<file path="src/rtl/lu_pkg.sv">
// Package lu_pkg
// Shared field positions, opcodes and the control bundle type used by the
// load-use stall harness. Assumes a 32-bit fixed-format instruction word.
package lu_pkg;
    localparam int INSTR_W = 32;
    localparam int REG_W   = 5;
    localparam int OP_W    = 6;
    localparam int OP_LSB  = 26;
    localparam int RS_LSB  = 21;
    localparam int RT_LSB  = 16;

    localparam logic [OP_W-1:0] OP_REG   = 6'h00;
    localparam logic [OP_W-1:0] OP_LOAD  = 6'h23;
    localparam logic [OP_W-1:0] OP_STORE = 6'h2B;

    typedef struct packed {
        logic reg_write;
        logic mem_to_reg;
    } wb_ctrl_t;

    typedef struct packed {
        logic mem_read;
        logic mem_write;
    } mem_ctrl_t;

    typedef struct packed {
        logic       reg_dst;
        logic       alu_src;
        logic [1:0] alu_op;
    } ex_ctrl_t;

    typedef struct packed {
        wb_ctrl_t  wb;
        mem_ctrl_t mem;
        ex_ctrl_t  ex;
    } ctrl_t;

    localparam int CTRL_W = $bits(ctrl_t);
endpackage

</file>
<file path="src/rtl/lu_hazard_detect.sv">
// Module lu_hazard_detect
// Purely combinational load-use detector. It compares the destination of a
// load in execute with both sources of the instruction in decode. Assumes
// the memory-read flag marks loads only.
module lu_hazard_detect
    import lu_pkg::*;
(
    input  logic             ex_mem_read,
    input  logic [REG_W-1:0] ex_rt,
    input  logic [REG_W-1:0] id_rs,
    input  logic [REG_W-1:0] id_rt,
    output logic             stall
);
    logic hit_rs;
    logic hit_rt;

    // Compare the load destination against each source field.
    always_comb begin
        hit_rs = (ex_rt == id_rs);
        hit_rt = (ex_rt == id_rt);
        stall  = ex_mem_read & (hit_rs | hit_rt);
    end
endmodule

</file>
<file path="src/rtl/lu_ctrl_decode.sv">
// Module lu_ctrl_decode
// Maps an opcode to the EX/MEM/WB control bundle. Opcodes it does not know
// decode to an all-zero bundle, which behaves as a nop.
module lu_ctrl_decode
    import lu_pkg::*;
(
    input  logic [OP_W-1:0] opcode,
    output ctrl_t           ctrl
);
    // Select the bundle for the opcode.
    always_comb begin
        ctrl = '0;
        unique case (opcode)
            OP_LOAD: begin
                ctrl.wb.reg_write   = 1'b1;
                ctrl.wb.mem_to_reg  = 1'b1;
                ctrl.mem.mem_read   = 1'b1;
                ctrl.ex.alu_src     = 1'b1;
            end
            OP_STORE: begin
                ctrl.mem.mem_write  = 1'b1;
                ctrl.ex.alu_src     = 1'b1;
            end
            OP_REG: begin
                ctrl.wb.reg_write   = 1'b1;
                ctrl.ex.reg_dst     = 1'b1;
                ctrl.ex.alu_op      = 2'b10;
            end
            default: ctrl = '0;
        endcase
    end
endmodule

</file>
<file path="src/rtl/lu_stage_regs.sv">
// Module lu_pc_reg
// Program counter. It steps by one instruction width when enabled and holds
// otherwise. Synchronous active-low reset to zero.
module lu_pc_reg #(
    parameter int PC_W = 32
) (
    input  logic            clk,
    input  logic            rst_n,
    input  logic            we,
    output logic [PC_W-1:0] pc
);
    localparam int STEP = lu_pkg::INSTR_W / 8;

    // Advance or hold the program counter.
    always_ff @(posedge clk) begin
        if (!rst_n)  pc <= '0;
        else if (we) pc <= pc + PC_W'(STEP);
    end
endmodule

// Module lu_ifid_reg
// Fetch/decode pipeline register. It loads the fetched word when enabled.
// Synchronous active-low reset to zero.
module lu_ifid_reg
    import lu_pkg::*;
(
    input  logic               clk,
    input  logic               rst_n,
    input  logic               we,
    input  logic [INSTR_W-1:0] instr_in,
    output logic [INSTR_W-1:0] instr_q
);
    // Capture or hold the fetched instruction.
    always_ff @(posedge clk) begin
        if (!rst_n)  instr_q <= '0;
        else if (we) instr_q <= instr_in;
    end
endmodule

// Module lu_idex_reg
// Decode/execute pipeline register. It loads every cycle. When zero_ctrl is
// set, an all-zero control bundle is stored instead of the decoded one.
module lu_idex_reg
    import lu_pkg::*;
(
    input  logic             clk,
    input  logic             rst_n,
    input  logic             zero_ctrl,
    input  ctrl_t            ctrl_in,
    input  logic [REG_W-1:0] rs_in,
    input  logic [REG_W-1:0] rt_in,
    output ctrl_t            ctrl_q,
    output logic [REG_W-1:0] rs_q,
    output logic [REG_W-1:0] rt_q
);
    ctrl_t ctrl_mux;

    // Replace the bundle with a bubble when asked to.
    always_comb ctrl_mux = zero_ctrl ? ctrl_t'('0) : ctrl_in;

    // Capture the bundle and the source register numbers.
    always_ff @(posedge clk) begin
        if (!rst_n) begin
            ctrl_q <= '0;
            rs_q   <= '0;
            rt_q   <= '0;
        end else begin
            ctrl_q <= ctrl_mux;
            rs_q   <= rs_in;
            rt_q   <= rt_in;
        end
    end
endmodule

</file>
<file path="src/rtl/lu_stall_harness.sv">
// Module lu_stall_harness
// Top level. It wires the load-use detector to a program counter and the
// fetch/decode and decode/execute registers, so the stall and the bubble it
// inserts can be seen at the ports. The caller supplies the instruction at
// pc_addr on fetch_instr.
module lu_stall_harness
    import lu_pkg::*;
#(
    parameter int PC_W = 32
) (
    input  logic               clk,
    input  logic               rst_n,
    input  logic [INSTR_W-1:0] fetch_instr,
    output logic [PC_W-1:0]    pc_addr,
    output logic               pc_we,
    output logic               ifid_we,
    output logic               stall,
    output logic [INSTR_W-1:0] ifid_instr,
    output logic [CTRL_W-1:0]  idex_ctrl,
    output logic [REG_W-1:0]   idex_rs,
    output logic [REG_W-1:0]   idex_rt
);
    logic [REG_W-1:0] id_rs;
    logic [REG_W-1:0] id_rt;
    logic [OP_W-1:0]  id_op;
    ctrl_t            id_ctrl;
    ctrl_t            ex_ctrl;

    // Slice the decode-stage fields.
    always_comb begin
        id_op = ifid_instr[OP_LSB +: OP_W];
        id_rs = ifid_instr[RS_LSB +: REG_W];
        id_rt = ifid_instr[RT_LSB +: REG_W];
    end

    lu_hazard_detect u_hazard (
        .ex_mem_read (ex_ctrl.mem.mem_read),
        .ex_rt       (idex_rt),
        .id_rs       (id_rs),
        .id_rt       (id_rt),
        .stall       (stall)
    );

    // Freeze fetch and decode while a stall is up.
    always_comb begin
        pc_we   = ~stall;
        ifid_we = ~stall;
    end

    lu_pc_reg #(.PC_W(PC_W)) u_pc (
        .clk   (clk),
        .rst_n (rst_n),
        .we    (pc_we),
        .pc    (pc_addr)
    );

    lu_ifid_reg u_ifid (
        .clk      (clk),
        .rst_n    (rst_n),
        .we       (ifid_we),
        .instr_in (fetch_instr),
        .instr_q  (ifid_instr)
    );

    lu_ctrl_decode u_dec (
        .opcode (id_op),
        .ctrl   (id_ctrl)
    );

    lu_idex_reg u_idex (
        .clk       (clk),
        .rst_n     (rst_n),
        .zero_ctrl (stall),
        .ctrl_in   (id_ctrl),
        .rs_in     (id_rs),
        .rt_in     (id_rt),
        .ctrl_q    (ex_ctrl),
        .rs_q      (idex_rs),
        .rt_q      (idex_rt)
    );

    // Present the execute-stage bundle at the port.
    always_comb idex_ctrl = ex_ctrl;

    // a bundle without a memory read never causes a stall.
    assert_noload_nostall_R3: assert property (@(posedge clk) disable iff (!rst_n)
        !ex_ctrl.mem.mem_read |-> !stall);

    // a stall holds the program counter and the fetch/decode register.
    assert_stall_freeze_R4: assert property (@(posedge clk) disable iff (!rst_n)
        stall |=> ($stable(pc_addr) && $stable(ifid_instr)));

    // the stage after a stall holds a bubble.
    assert_bubble_R5: assert property (@(posedge clk) disable iff (!rst_n)
        stall |=> (idex_ctrl == '0));

    // without a stall the program counter steps by one word.
    assert_pc_step_R6: assert property (@(posedge clk) disable iff (!rst_n)
        !stall |=> (pc_addr == $past(pc_addr) + PC_W'(INSTR_W / 8)));

    // a stall never lasts two cycles in a row.
    assert_single_bubble_R8: assert property (@(posedge clk) disable iff (!rst_n)
        stall |=> !stall);

    // reset clears the pipeline registers.
    assert_reset_clear_R9: assert property (@(posedge clk)
        !rst_n |=> (pc_addr == '0 && ifid_instr == '0 && idex_ctrl == '0
                    && idex_rs == '0 && idex_rt == '0));
endmodule

</file>
<file path="config.mk">
export PLATFORM = sky130hd
export DESIGN_NAME = lu_stall_harness
export DESIGN_NICKNAME = d
export VERILOG_FILES = /design/src/rtl/lu_pkg.sv /design/src/rtl/lu_hazard_detect.sv /design/src/rtl/lu_ctrl_decode.sv /design/src/rtl/lu_stage_regs.sv /design/src/rtl/lu_stall_harness.sv
export SDC_FILE = /design/constraint.sdc
export NUM_CORES = 1
export LEC_CHECK = 0
export CORE_MARGIN = 4
export CORE_UTILIZATION = 49
export DETAILED_ROUTE_END_ITERATION = 8
export PLACE_DENSITY = 0.89
export SETUP_SLACK_MARGIN = 0.05
export SLEW_MARGIN = 15
export SYNTH_ARGS = -nofsm -noshare
export SYNTH_HDL_FRONTEND = slang
export SYNTH_HIERARCHICAL = 1
export SYNTH_SLANG_ARGS = --single-unit
</file>
<file path="constraint.sdc">
create_clock -name clk -period 5.1 [get_ports clk]
set_input_delay 1.275 -clock clk [delete_from_list [all_inputs] [get_ports clk]]
set_output_delay 1.275 -clock clk [all_outputs]
set_load 0.02 [all_outputs]
</file>
==> impl_metrics.yaml <==
setup_path:
  r2r_slack_ps: 2050
  cp_cell_sequence: "xnor2_1 > nand4_1 > o22ai_1 > clkdlybuf4s50_1"
  required_ps: 3830
  critical-path-max-stage-delay_ps: 730
  slowest_stage: "clkdlybuf4s50_1"
  reg2reg_from: "u_ifid/instr_q[21]"
  r2r_cells: 9
  regToRegEndpoint: "u_pc/pc[29]"
  cp-end-kind: "output pin"
  critPathArrivalTime_ps: 2250
  crit_fanout: 10
  cp_top_family: "buffers and inverters"
  path_buf_inv: 1
  crit_cells: 4
  path_class: "register to output pin"
  startpoint_type: "register"
synth:
  async_flop_share: 0
  ys_warn_count: 6
  synth_top_area_cell: "dfxtp_1"
  ys_top_cells_by_area: "dfxtp_1 47%, mux2i_1 10%, nor2b_1 5.9%"
  avgSynthCellArea_um2: 10.2
  synth.top_cell.area_share: 0.470
  ys_ff_latch: 80
  synth-edff-count: 0
  synth_area_um2: 3400
  yosysSeqAreaShare: 0.470
  synthCells: 334
  ys_types: 40
  synth_ff_type: "dfxtp_1"
detailed_routing:
  wirelength_mm: 8.04
  vias: 2783
  via_per_inst: 5.29
  drtAntennaViolNets: 0
  dr.pass1.iters: 4
  post-route-drc-count: 0
  drt-initial-drc-count: 88
  drt-wirelength-per-cell_um: 15.3
worst_hold_path:
  whs_endpoint: "u_pc/pc[31]"
  hp-start: "u_pc/pc[31]"
  whs_path_depth: 2
  hold_path.class: "register to register"
clock_tree:
  cts_sinks: 80
  cts_hold_buffers: 0
  cts_buffers: 9
  postCtsSetupBuffers: 0
  ctsResizeCount: 0
  clk_path_buf_depth: 2
  clk_pin_slew_worst_paths_ps: 80
  ctsRootBufferMaster: "clkbuf_8"
  htreeDepth: 3
  clk_latency_ps: 330
  cts_tree: "done"
placement:
  portBuffers: 116
  dp_hpwl_mm: 5.66
  gp_congestion: 0.779
sta:
  finalMaxSlewViolations: 0
  setup_tns_ps: 0
  finalClockSkew_ps: 11.3
  max_freq_ghz: 0.284
  finalHoldViolations: 0
  rsz0062_at_grt: "false"
  worst_slew_pin_slew_ps: 681
  timing.final.crit_share: 0.691
  slew_headroom: 0.546
  whs_ps: 485
  setup_viol: 0
  period_minus_slack_ps: 3520
pwr:
  powerDensity_nw_per_um2: 277
  fin_total_pwr_uw: 1310
  p_leak_uw: 0.00189
  ir_drop_uv: 153
floorplan:
  die_h_um: 91.4
  die_width_um: 91.4
  start_util: 0.504
  row_count: 30
  core_um2: 6760
  die_area_um2: 8350
  pin_count: 119
cells_and_area:
  area_growth_pct: 38.6
  nFillCells: 533
  num_antenna_cells: 0
  multi_input_area_um2: 1610
  layout-drive-gt1-share: 0.0762
  nNetsFinal: 476
  seqCellArea_um2: 1600
global_routing:
  grt_max_degree: 59
  antenna_found_initial: 0
  grt_pass1_wl_mm: 13.1
  grt_pass1_vias: 2681
  grt_overflow: 0
  grt.total_usage: 0.193
run_status:
  status: "finished clean"
run:
  maxCapViolations: 0
==> synth_stat cells, types with 6 or more instances <==
cell	number
nand4_1	14
clkbuf_1	11
buf_4	6
nor4_1	8
and2_2	6
dfxtp_1	80
and2_1	6
nand2_1	10
nor2b_1	32
xnor2_1	18
nor2_1	16
or3_1	8
o21ai_0	6
mux2i_1	34
a21oi_1	11
and3b_2	8
nand3_1	9
==> flip-flops by register name, indices dropped and copies added (netlist names) <==
| register | flops |
|---|---|
| u_idex/ctrl_q | 8 |
| u_idex/rs_q | 5 |
| u_idex/rt_q | 5 |
| u_ifid/instr_q | 32 |
| u_pc/pc | 30 |
==> worst register-to-register path: stages (launching register included) <==
cell and delay [ps]:
dfxtp_1 390, xnor2_1 100, nand4_1 90, o22ai_1 240
inv_2 160, buf_4 570, nand4_1 150, or4_4 600
or4_1 540, a21oi_1 150
==> kinds of logic (layout without fill, tap and decap cells) <==
group | after synthesis | count (layout) | synth area share
other cells | 2 | 3 | 0.00221
flops | 80 | 80 | 0.470
xor+xnor | 23 | 23 | 0.0592
fa+ha+maj | 1 | 1 | 0.00367
compound gates | 32 | 32 | 0.0599
buf+inv | 27 | 138 | 0.0573
mux | 34 | 34 | 0.100
simple gates | 135 | 135 | 0.247
==> layout make-up <==
class                           count  share of cell area
Clock buffer                       13              0.0316
Sequential cell                    80               0.339
Tap cell                           80              0.0212
Inverter                            4             0.00318
Multi-Input combinational cell    228               0.342
Clock inverter                      3              0.0138
Timing Repair Buffer              118               0.249
==> report_power, final <==
group / total (uW) / internal (uW) / switching, uW
sequential: 661 / 645 / 16.7
clock: 500 / 290 / 210
combinational: 144 / 79.0 / 65.2
total: 1310 / 1010 / 292
==> how the worst max path moves through the flow <==
| stage | from | to |
|---|---|---|
| finish | u_ifid/instr_q[21] | stall |
| global route | u_ifid/instr_q[21] | stall |
| CTS | u_idex/rt_q[2] | stall |
| detailed placement | u_idex/rt_q[2] | stall |
| global placement | u_idex/rt_q[1] | stall |
| floorplan | u_idex/rt_q[2] | pc_we |
==> per-stage QoR <==
stage | std cells | setup WS [ps] | area (um^2) | util
finish | 526 | 1580 | 4720 | 0.698
global placement | 510 | 1940 | 4500 | 0.667
floorplan | 335 | 1970 | 3410 | -
detailed placement | 510 | 1930 | 4500 | 0.667
global route | 526 | 1320 | 4720 | 0.698
CTS | 526 | 1530 | 4720 | 0.698
==> cell usage in the layout, fill, tap and decap left out, drive strengths merged, types with 4 or more instances in the layout <==
master | netlist | routed
nor4 | 8 | 8
and2 | 12 | 12
dfxtp | 80 | 80
nor2 | 16 | 16
o31ai | 5 | 5
clkdlybuf4s50 | 0 | 116
clkbuf | 11 | 13
and3b | 9 | 9
or3 | 8 | 8
a21oi | 12 | 12
inv | 4 | 4
o21ai | 6 | 6
xor2 | 5 | 5
nor2b | 32 | 32
nand2 | 10 | 10
mux2i | 34 | 34
nand4 | 15 | 15
xnor2 | 18 | 18
nand3 | 9 | 9
or4 | 6 | 6
==> metal layers <==
layer | up-vias | wire, um | share of wire | GRT usage
met2 | 83 | 4050 | 0.50 | 0.337
li1 | 1375 | - | - | -
met1 | 1321 | 3540 | 0.44 | 0.234
met4 | 0 | 55 | 0.0068 | 0.0641
met5 | - | 0 | 0 | 0
met3 | 4 | 399 | 0.050 | 0.0431
No activity file was read; power rests on OpenSTA's default activity.
